<file path="src/rtl/spi_nor_prog_pkg.sv">
package spi_nor_prog_pkg;

    localparam int ADDR_W = 24;

    localparam logic [7:0] OPC_WR_EN   = 8'h06;
    localparam logic [7:0] OPC_PROGRAM = 8'h02;
    localparam logic [7:0] OPC_ERASE   = 8'h20;
    localparam logic [7:0] OPC_STATUS  = 8'h05;

    typedef enum logic [2:0] {
        PH_IDLE,
        PH_START,
        PH_FETCH,
        PH_WAIT,
        PH_DESEL
    } phase_e;

    typedef enum logic [2:0] {
        ST_POLL_PRE,
        ST_WR_EN,
        ST_CMD,
        ST_POLL_POST,
        ST_FINISH
    } step_e;

endpackage

</file>
<file path="src/rtl/spi_nor_req_fmt.sv">
module spi_nor_req_fmt
    import spi_nor_prog_pkg::*;
#(
    parameter int LEN_W       = 16,
    parameter int PAGE_BYTES  = 256,
    parameter int SECTOR_BITS = 12,
    parameter int CNT_W       = 9
) (
    input  logic              op_prog,
    input  logic [ADDR_W-1:0] addr_in,
    input  logic [LEN_W-1:0]  len_in,
    output logic [ADDR_W-1:0] addr_out,
    output logic [CNT_W-1:0]  len_out
);

    localparam logic [ADDR_W-1:0] SECT_MASK =
        ~((ADDR_W'(1) << SECTOR_BITS) - ADDR_W'(1));

    // erase targets the start of the enclosing sector
    always_comb begin
        if (op_prog) begin
            addr_out = addr_in;
        end else begin
            addr_out = addr_in & SECT_MASK;
        end
    end

    // payload count never exceeds one page
    always_comb begin
        if (32'(len_in) > PAGE_BYTES) begin
            len_out = CNT_W'(PAGE_BYTES);
        end else begin
            len_out = CNT_W'(len_in);
        end
    end

endmodule

</file>
<file path="src/rtl/spi_nor_byte_shifter.sv">
module spi_nor_byte_shifter #(
    parameter int CLK_DIV = 4
) (
    input  logic       clk,
    input  logic       rst_n,
    input  logic       kill,
    input  logic       start,
    input  logic [7:0] tx_byte,
    input  logic       miso,
    output logic       sclk,
    output logic       mosi,
    output logic       rx_lsb,
    output logic       byte_done
);

    localparam int HALF_HI = CLK_DIV / 2;
    localparam int HALF_LO = CLK_DIV - HALF_HI;
    localparam int CW      = $clog2(CLK_DIV + 1);

    typedef struct packed {
        logic          active;
        logic          hi;
        logic [CW-1:0] cnt;
        logic [2:0]    bitn;
        logic [7:0]    tx;
        logic [7:0]    rx;
        logic          done;
    } shift_t;

    localparam shift_t SHIFT_RST = '{
        active: 1'b0, hi: 1'b0, cnt: '0, bitn: '0,
        tx: '0, rx: '0, done: 1'b0
    };

    shift_t s_d, s_q;

    always_comb begin
        s_d      = s_q;
        s_d.done = 1'b0;
        if (kill) begin
            s_d.active = 1'b0;
            s_d.hi     = 1'b0;
            s_d.cnt    = '0;
            s_d.bitn   = '0;
        end else if (!s_q.active) begin
            if (start) begin
                s_d.active = 1'b1;
                s_d.hi     = 1'b0;
                s_d.cnt    = '0;
                s_d.bitn   = '0;
                s_d.tx     = tx_byte;
            end
        end else if (!s_q.hi) begin
            // low half: data bit already on the line
            if (s_q.cnt == CW'(HALF_LO - 1)) begin
                s_d.hi  = 1'b1;
                s_d.cnt = '0;
            end else begin
                s_d.cnt = s_q.cnt + CW'(1);
            end
        end else begin
            // high half ends: capture input, move to next bit
            if (s_q.cnt == CW'(HALF_HI - 1)) begin
                s_d.hi  = 1'b0;
                s_d.cnt = '0;
                s_d.tx  = {s_q.tx[6:0], 1'b0};
                s_d.rx  = {s_q.rx[6:0], miso};
                if (s_q.bitn == 3'd7) begin
                    s_d.active = 1'b0;
                    s_d.done   = 1'b1;
                    s_d.bitn   = '0;
                end else begin
                    s_d.bitn = s_q.bitn + 3'd1;
                end
            end else begin
                s_d.cnt = s_q.cnt + CW'(1);
            end
        end
    end

    always_ff @(posedge clk or negedge rst_n) begin
        if (!rst_n) begin
            s_q <= SHIFT_RST;
        end else begin
            s_q <= s_d;
        end
    end

    assign sclk      = s_q.hi;
    assign mosi      = s_q.tx[7];
    assign rx_lsb    = s_q.rx[0];
    assign byte_done = s_q.done;

endmodule

</file>
<file path="src/rtl/spi_nor_seq_ctrl.sv">
module spi_nor_seq_ctrl
    import spi_nor_prog_pkg::*;
#(
    parameter int CLK_DIV = 4,
    parameter int CNT_W   = 9
) (
    input  logic              clk,
    input  logic              rst_n,
    input  logic              abort,
    input  logic              req_valid,
    input  logic              req_op,
    input  logic [ADDR_W-1:0] req_addr_fmt,
    input  logic [CNT_W-1:0]  req_len_fmt,
    input  logic              wr_valid,
    input  logic [7:0]        wr_data,
    output logic              wr_ready,
    output logic              busy,
    output logic              done,
    output logic              cs_n,
    output logic              sh_start,
    output logic [7:0]        sh_tx,
    input  logic              sh_done,
    input  logic              sh_rx_lsb
);

    localparam int DW = $clog2(CLK_DIV + 1);
    localparam logic [CNT_W-1:0] HDR_BYTES = CNT_W'(4);

    typedef struct packed {
        phase_e            phase;
        step_e             step;
        logic              op;
        logic [ADDR_W-1:0] addr;
        logic [CNT_W-1:0]  len;
        logic [CNT_W-1:0]  idx;
        logic [DW-1:0]     dcnt;
        logic              cs_n;
        logic              done;
    } ctrl_t;

    localparam ctrl_t CTRL_RST = '{
        phase: PH_IDLE, step: ST_POLL_PRE, op: 1'b0, addr: '0,
        len: '0, idx: '0, dcnt: '0, cs_n: 1'b1, done: 1'b0
    };

    ctrl_t c_d, c_q;

    logic [CNT_W-1:0] frame_len;
    logic [CNT_W-1:0] nxt_idx;
    logic [7:0]       hdr_byte;

    // bytes in the frame belonging to the current step
    always_comb begin
        unique case (c_q.step)
            ST_POLL_PRE, ST_POLL_POST: frame_len = CNT_W'(2);
            ST_WR_EN:                  frame_len = CNT_W'(1);
            ST_CMD:                    frame_len = HDR_BYTES + (c_q.op ? c_q.len : '0);
            default:                   frame_len = CNT_W'(1);
        endcase
    end

    // opcode, address and filler bytes
    always_comb begin
        hdr_byte = 8'h00;
        unique case (c_q.step)
            ST_POLL_PRE, ST_POLL_POST: begin
                hdr_byte = (c_q.idx == '0) ? OPC_STATUS : 8'h00;
            end
            ST_WR_EN: hdr_byte = OPC_WR_EN;
            ST_CMD: begin
                if (c_q.idx == CNT_W'(0)) begin
                    hdr_byte = c_q.op ? OPC_PROGRAM : OPC_ERASE;
                end else if (c_q.idx == CNT_W'(1)) begin
                    hdr_byte = c_q.addr[23:16];
                end else if (c_q.idx == CNT_W'(2)) begin
                    hdr_byte = c_q.addr[15:8];
                end else begin
                    hdr_byte = c_q.addr[7:0];
                end
            end
            default: hdr_byte = 8'h00;
        endcase
    end

    assign nxt_idx = c_q.idx + CNT_W'(1);

    always_comb begin
        c_d      = c_q;
        c_d.done = 1'b0;
        unique case (c_q.phase)
            PH_IDLE: begin
                if (req_valid) begin
                    c_d.op    = req_op;
                    c_d.addr  = req_addr_fmt;
                    c_d.len   = req_len_fmt;
                    c_d.step  = ST_POLL_PRE;
                    c_d.idx   = '0;
                    c_d.cs_n  = 1'b0;
                    c_d.phase = PH_START;
                end
            end
            PH_START: c_d.phase = PH_WAIT;
            PH_FETCH: begin
                if (wr_valid) begin
                    c_d.phase = PH_WAIT;
                end
            end
            PH_WAIT: begin
                if (sh_done) begin
                    if (nxt_idx < frame_len) begin
                        c_d.idx   = nxt_idx;
                        c_d.phase = (c_q.step == ST_CMD && nxt_idx >= HDR_BYTES)
                                    ? PH_FETCH : PH_START;
                    end else begin
                        c_d.cs_n  = 1'b1;
                        c_d.phase = PH_DESEL;
                        c_d.dcnt  = '0;
                        c_d.idx   = '0;
                        unique case (c_q.step)
                            ST_POLL_PRE:  if (!sh_rx_lsb) c_d.step = ST_WR_EN;
                            ST_WR_EN:     c_d.step = ST_CMD;
                            ST_CMD:       c_d.step = ST_POLL_POST;
                            ST_POLL_POST: if (!sh_rx_lsb) c_d.step = ST_FINISH;
                            default:      c_d.step = ST_FINISH;
                        endcase
                    end
                end
            end
            PH_DESEL: begin
                if (c_q.dcnt == DW'(CLK_DIV - 1)) begin
                    if (c_q.step == ST_FINISH) begin
                        c_d.phase = PH_IDLE;
                        c_d.done  = 1'b1;
                    end else begin
                        c_d.cs_n  = 1'b0;
                        c_d.phase = PH_START;
                    end
                end else begin
                    c_d.dcnt = c_q.dcnt + DW'(1);
                end
            end
            default: c_d = CTRL_RST;
        endcase
        if (abort) begin
            c_d = CTRL_RST;
        end
    end

    always_ff @(posedge clk or negedge rst_n) begin
        if (!rst_n) begin
            c_q <= CTRL_RST;
        end else begin
            c_q <= c_d;
        end
    end

    assign wr_ready = (c_q.phase == PH_FETCH);
    assign sh_start = (c_q.phase == PH_START) || (c_q.phase == PH_FETCH && wr_valid);
    assign sh_tx    = (c_q.phase == PH_FETCH) ? wr_data : hdr_byte;
    assign busy     = (c_q.phase != PH_IDLE);
    assign done     = c_q.done;
    assign cs_n     = c_q.cs_n;

endmodule

</file>
<file path="src/rtl/spi_nor_prog_engine.sv">
module spi_nor_prog_engine
    import spi_nor_prog_pkg::*;
#(
    parameter int CLK_DIV     = 4,
    parameter int PAGE_BYTES  = 256,
    parameter int SECTOR_BITS = 12,
    parameter int LEN_W       = 16
) (
    input  logic              clk,
    input  logic              rst_n,
    input  logic              abort,
    input  logic              req_valid,
    input  logic              req_op,
    input  logic [ADDR_W-1:0] req_addr,
    input  logic [LEN_W-1:0]  req_len,
    input  logic              wr_valid,
    input  logic [7:0]        wr_data,
    output logic              wr_ready,
    output logic              busy,
    output logic              done,
    output logic              spi_cs_n,
    output logic              spi_sclk,
    output logic              spi_mosi,
    input  logic              spi_miso
);

    localparam int CNT_W = $clog2(PAGE_BYTES + 5);

    logic [ADDR_W-1:0] addr_fmt;
    logic [CNT_W-1:0]  len_fmt;
    logic              sh_start;
    logic [7:0]        sh_tx;
    logic              sh_done;
    logic              sh_rx_lsb;

    spi_nor_req_fmt #(
        .LEN_W      (LEN_W),
        .PAGE_BYTES (PAGE_BYTES),
        .SECTOR_BITS(SECTOR_BITS),
        .CNT_W      (CNT_W)
    ) u_fmt (
        .op_prog (req_op),
        .addr_in (req_addr),
        .len_in  (req_len),
        .addr_out(addr_fmt),
        .len_out (len_fmt)
    );

    spi_nor_seq_ctrl #(
        .CLK_DIV(CLK_DIV),
        .CNT_W  (CNT_W)
    ) u_ctrl (
        .clk         (clk),
        .rst_n       (rst_n),
        .abort       (abort),
        .req_valid   (req_valid),
        .req_op      (req_op),
        .req_addr_fmt(addr_fmt),
        .req_len_fmt (len_fmt),
        .wr_valid    (wr_valid),
        .wr_data     (wr_data),
        .wr_ready    (wr_ready),
        .busy        (busy),
        .done        (done),
        .cs_n        (spi_cs_n),
        .sh_start    (sh_start),
        .sh_tx       (sh_tx),
        .sh_done     (sh_done),
        .sh_rx_lsb   (sh_rx_lsb)
    );

    spi_nor_byte_shifter #(
        .CLK_DIV(CLK_DIV)
    ) u_shift (
        .clk      (clk),
        .rst_n    (rst_n),
        .kill     (abort),
        .start    (sh_start),
        .tx_byte  (sh_tx),
        .miso     (spi_miso),
        .sclk     (spi_sclk),
        .mosi     (spi_mosi),
        .rx_lsb   (sh_rx_lsb),
        .byte_done(sh_done)
    );

endmodule

</file>
<file path="config.mk">
export PLATFORM = sky130hd
export DESIGN_NAME = spi_nor_prog_engine
export DESIGN_NICKNAME = d
export VERILOG_FILES = /design/src/rtl/spi_nor_prog_pkg.sv /design/src/rtl/spi_nor_req_fmt.sv /design/src/rtl/spi_nor_byte_shifter.sv /design/src/rtl/spi_nor_seq_ctrl.sv /design/src/rtl/spi_nor_prog_engine.sv
export SDC_FILE = /design/constraint.sdc
export NUM_CORES = 1
export LEC_CHECK = 0
export BUFFER_PORTS_ARGS = -buffer_cell sky130_fd_sc_hd__buf_2
export CAP_MARGIN = 25
export CORE_MARGIN = 1.5
export CORE_UTILIZATION = 50
export CTS_BUF_LIST = sky130_fd_sc_hd__clkbuf_4
export DETAILED_ROUTE_END_ITERATION = 8
export PLACE_DENSITY = 0.74
export SETUP_SLACK_MARGIN = 0.1
export SYNTH_ARGS = -nofsm -noshare
export SYNTH_HDL_FRONTEND = slang
export SYNTH_SLANG_ARGS = --single-unit
</file>
<file path="constraint.sdc">
create_clock -name clk -period 3.07 [get_ports clk]
set_input_delay 0.7675 -clock clk [delete_from_list [all_inputs] [get_ports clk]]
set_output_delay 0.7675 -clock clk [all_outputs]
set_load 0.005 [all_outputs]
</file>
Word level (Yosys, flattened, before mapping). Index checks and enable logic that the tools add are counted.

$add $sub $neg: 5. Magnitude comparators: 3. Equality and inequality tests: 30. Multiplexer cells: 53. Bitwise gates (word level): 1. Reduce and logical (&&, ||, !) cells: 23.

Operators with widths (number): one-hot mux 34 bit (2 select lines) (1); 2-to-1 mux 54 bit (1); 2-to-1 mux 49 bit (1); 2-to-1 mux 20 bit (2); 2-to-1 mux 8 bit (5); 2-to-1 mux 16 bit (2); 2-to-1 mux 3 bit (10); 2-to-1 mux 9 bit (3); one-hot mux 9 bit (3 select lines) (1); one-hot mux 8 bit (3 select lines) (1); inequality test 3 bit (second input constant) (7); one-hot mux 3 bit (3 select lines) (2); one-hot mux 9 bit (2 select lines) (1); > comparator 16 x 9 -> 1 bit (second input constant) (1); AND reduction 4 bit (4); == test 3 x 2 -> 1 bit (second input constant) (5); one-hot mux 3 bit (5 select lines) (1); 2-to-1 mux 13 bit (1); 2-to-1 mux 12 bit (1); 2-to-1 mux 6 bit (2); one-hot mux 3 bit (4 select lines) (1); AND reduction 6 bit (2); 2-to-1 mux 1 bit (11); adder 3 x 1 -> 3 bit (second input constant) (3); 27 further kinds (46).

Register bits: 79. Input bits: 55. Output and inout bits: 6. Logic and storage cells: 131.

Longest topological paths before layout.
Word-level depth: 9. Depth in mapped cells: 14. Gate-level depth less buffers: 12.

Modules after synthesis. A second synthesis with hierarchy kept.

Cells, all modules: 557. Area total of the unflattened synthesis: 4827.1 sq um.

Modules (own cells, without submodules): spi_nor_seq_ctrl (instances 1, cells each 400, area each 3434.5 sq um); spi_nor_byte_shifter (instances 1, cells each 111, area each 1107.3 sq um); spi_nor_req_fmt (instances 1, cells each 46, area each 285.3 sq um).

Least setup slack after synthesis. Ideal clock, no wire load.

Kind: register to register. Start point: reg u_ctrl.c_q[5] (netlist name). End point: reg u_ctrl.c_q[51] (netlist name). Library setup time: 0.091 ns. Data arrival time: 2.988 ns. Required time: 2.979 ns. Path slack: -0.009 ns. Cell stages (with the launch flop): 13. Period minus slack after synthesis: 3.079 ns. Cell sequence: dfrtp_1 > ha_1 > nand2_1 > or3_1 > xor2_1 > inv_1 > ha_1 > a21o_1 > a21o_1 > a221oi_2 > buf_2 > nand3b_1 > o221ai_1.

Longest elaborated chain between the ends: 8. Elaborated cells on any way between the ends: 9. Classes of those cells: add/sub (1); order compare (2); mux (5); reduce/logical (1).

RTL lines: from (decl) (line spi_nor_seq_ctrl.sv:46) `ctrl_t c_d, c_q;`; from (signal assigned) (line spi_nor_seq_ctrl.sv:151) `c_q <= CTRL_RST;`; from (signal assigned) (line spi_nor_seq_ctrl.sv:153) `c_q <= c_d;`; adder 9 x 1 -> 9 bit (*) (line spi_nor_seq_ctrl.sv:85) `assign nxt_idx = c_q.idx + CNT_W'(1);`; greater-or-equal comparator 9 x 3 -> 1 bit (line spi_nor_seq_ctrl.sv:112) `c_d.phase = (c_q.step == ST_CMD && nxt_idx >= HDR_BYTES)`; logical AND 1 bit (line spi_nor_seq_ctrl.sv:112); 2-to-1 mux 2 bit (line spi_nor_seq_ctrl.sv:113) `? PH_FETCH : PH_START;`; 2-to-1 mux 3 bit (*) (line spi_nor_seq_ctrl.sv:110) `if (nxt_idx < frame_len) begin`; 2-to-1 mux 6 bit (*) (line spi_nor_seq_ctrl.sv:109) `if (sh_done) begin`; one-hot mux 3 bit (5 select lines) (*) (line spi_nor_seq_ctrl.sv:90) `unique case (c_q.phase)`; 2-to-1 mux 54 bit (*) (line spi_nor_seq_ctrl.sv:144) `if (abort) begin`.

Every way passes the cells marked *; elsewhere a longest branch is shown, timed or not. The select of a mux whose other input is x is not followed. A chain may end at the register's enable or synchronous reset.

Worst setup path after layout.
Start point: reg u_ctrl.c_q[6] (netlist name). End point: reg u_ctrl.c_q[49] (netlist name).

Longest elaborated chain between the ends: 4.

RTL lines (line): adder 9 x 1 -> 9 bit (spi_nor_seq_ctrl.sv:85); less-than comparator 9 bit (spi_nor_seq_ctrl.sv:110); inequality test 3 bit (no line); AND reduction 6 bit (no line).

No other way between the ends.

==> impl_metrics.env <==
export IMPL_maxSlewViolCount=0
export IMPL_ff_latch_area_sq_um=1810
export IMPL_ios=61
export IMPL_min_period_ns=2.87
export IMPL_clock_fmax_mhz=348
export IMPL_cts_clk_slew_worst_paths_ns=0.12
export IMPL_drive_above_1_share=0.298
export IMPL_cp_arrival_ns=3.18
export IMPL_cts_buffer_depth=2
export IMPL_powerDensity_nw_per_um2=440
export IMPL_grt_pass1_vias=3387
export IMPL_ir_drop_v=0.000270
export IMPL_area_growth_pct=19.2
export IMPL_drcViolationCount=0
export IMPL_die_area_sq_um=9180
export IMPL_critPathLaunchType="flop"
export IMPL_grt_pass1_wl_mm=15.8
export IMPL_combPwrFrac=0.241
export IMPL_die_y_um=95.8
export IMPL_synthDistinctLibCells=74
export IMPL_p_int_uw=1530
export IMPL_wl_per_cell_um=16.0
export IMPL_async_reset_ff_frac=1.00
export IMPL_p_seq_frac=0.494
export IMPL_rsz0062_at_grt="no"
export IMPL_synth_common_cells="dfrtp_1 (71), nand2_1 (38), a22o_1 (33)"
export IMPL_hold_buffers=0
export IMPL_crit_path_max_fanout=6
export IMPL_fillCellCount=698
export IMPL_reg2reg_from="u_ctrl.c_q[6]"
export IMPL_coreArea_sq_um=8300
export IMPL_first_pass_iters=4
export IMPL_worstSkewPairLatency_ns=0.43
export IMPL_yosys_area_top_type="dfrtp_1"
export IMPL_synth_edf_count=0
export IMPL_finalCritPeriodShare=0.935
export IMPL_drt_iter0_markers=213
export IMPL_pwr_share_clk=0.266
export IMPL_synth_cells=432
export IMPL_slew_headroom=0.599
export IMPL_grt_antenna_before_repair=0
export IMPL_numCtsBuffers=9
export IMPL_multi_input_area_sq_um=2420
export IMPL_switching_share=0.322
export IMPL_worst_pin_slew_ns=0.601
export IMPL_ys_warn_count=0
export IMPL_yosysSeqAreaShare=0.419
export IMPL_rows=33
export IMPL_finalSetupViolCount=0
export IMPL_grt_max_degree=38
export IMPL_num_nets_final=583
export IMPL_synthFlopType="dfrtp_1"
export IMPL_cts_root_buf="clkbuf_4"
export IMPL_n_antenna_cell=0
export IMPL_power_switching_uw=728
export IMPL_setup_tns_ns=0
export IMPL_outcome="finished, final reports clean"
export IMPL_p_leak_uw=0.00232
export IMPL_die_x_um=95.8
export IMPL_avgSynthCellArea_sq_um=9.97
export IMPL_synthesis_nets=504
export IMPL_vias=3657
export IMPL_required_ns=3.38
export IMPL_drt_total_wl_mm=9.97
export IMPL_ys_top_cells_by_area="dfrtp_1 (41%), a22o_1 (6.7%), ha_1 (4.9%)"
export IMPL_grt_ovfl_total=0
export IMPL_synth_most_common_cell="dfrtp_1"
export IMPL_crit_start="u_ctrl.c_q[6]"
export IMPL_antenna_left=0
export IMPL_cp_end_kind="flop"
export IMPL_io_buffers=60
export IMPL_dpl_hpwl_mm=7.27
export IMPL_ys_seq_elements=72
export IMPL_hold_viol=0
export IMPL_synth_area_sq_um=4310
export IMPL_vias_per_cell=5.89
export IMPL_max_cap_violations=0
export IMPL_cts_tree="built"
export IMPL_synth_top_cell_area_share=0.412
export IMPL_grt_usage=0.222
export IMPL_critical_path_class="reg2reg"
export IMPL_clock_sinks=72
export IMPL_start_util=0.519
export IMPL_gp_congestion=0.820
export IMPL_h_tree_depth=3
export IMPL_total_power_uw=2260
export IMPL_fin_skew_ns=0.0223
export IMPL_hold_class="in2async"
-- path summary, 6_finish.rpt --
check                                 end  slack, ns  depth (start not counted)
max in group asynchronous   u_ctrl.c_q[5]       2.21                          2
max reg2reg                u_ctrl.c_q[49]       0.20                         12
min in group clk           u_ctrl.c_q[46]       0.52                          1
max                        u_ctrl.c_q[49]       0.20                         12
min                           u_ctrl.done       0.14                          1
min reg2reg                u_ctrl.c_q[46]       0.52                          1
-- power groups by stage --
stage / registers, uW / logic [uW] / clock network [uW]
floorplan: 1110 / 389 / 0
global placement: 1130 / 532 / 0
detailed placement: 1130 / 543 / 0
CTS: 1110 / 545 / 611
global route: 1130 / 602 / 660
finish: 1120 / 544 / 601
-- per-layer routing --
layer  global-route usage  share of wire  vias up
li1                     -              -     1779
met1                0.322           0.47     1776
met2                0.335           0.47       91
met3               0.0379          0.043       11
met4               0.0735         0.0096        0
met5                    0              0        -
-- cell usage in the layout, fill, tap and decap left out, types with 8 or more instances in the layout --
master and instances:
ha_1 13, buf_2 60, dfrtp_1 69, a22o_1 33, nand2_1 37, a21oi_1 22, nor2_1 22, o21ai_0 13
buf_4 32, xnor2_1 8, inv_1 17, clkbuf_4 9, nand3_1 15, o211ai_1 8
-- worst max-delay path: stages, from the launching register on --
cell      delay, ns
dfrtp_1        0.44
ha_4           0.19
nand2_2        0.07
or3_4          0.34
xor2_2         0.15
inv_1          0.09
ha_4           0.27
nand4_1        0.18
nor2_4         0.21
a221oi_4       0.12
buf_6          0.15
a211o_1        0.28
a32o_1         0.26
-- area by class of cell --
type | count | share of cell area
Inverter | 17 | 0.0124
Tap cell | 105 | 0.0256
Sequential cell | 72 | 0.352
Clock inverter | 7 | 0.0136
Timing Repair Buffer | 95 | 0.112
Clock buffer | 9 | 0.0132
Multi-Input combinational cell | 316 | 0.472
-- per-stage QoR --
stage	hold slack (ns)	cells	util	area [sq um]	setup slack, ns
after floorplan	0.460	432	-	4330	0.116
after global placement	0.488	597	0.583	4840	0.0616
after detailed placement	0.496	597	0.583	4840	0.0132
after CTS	0.136	616	0.602	5000	0.0870
after global routing	0.133	621	0.619	5140	0.0388
final	0.139	621	0.619	5140	0.199
-- cell families (layout without fill, tap and decap cells) --
kind of cell / count (synthesis) / in the layout / synth area share
mux: 4 / 4 / 0.0102
flops: 72 / 72 / 0.419
xor+xnor: 13 / 13 / 0.0264
simple gates: 148 / 148 / 0.193
buf+inv: 44 / 128 / 0.0462
fa+ha+maj: 18 / 18 / 0.0520
compound gates: 133 / 133 / 0.254
-- state kept, by name, indices dropped and copies added (netlist names) --
signal / flops
u_shift.mosi: 1
u_ctrl.cs_n: 1
u_ctrl.done: 1
u_shift.rx_lsb: 1
u_ctrl.c_q: 52
u_shift.byte_done: 1
u_shift.s_q: 14
u_shift.sclk: 1
-- repair_timing --
action | 4_1_cts | 5_1_grt
endpoints found under the setup margin | 13 | 18
resized for setup | 0 | 20
gates cloned | 0 | 0
setup buffers | 3 | 5
pin swaps | 1 | 10
(Power assumes the default switching activity.)
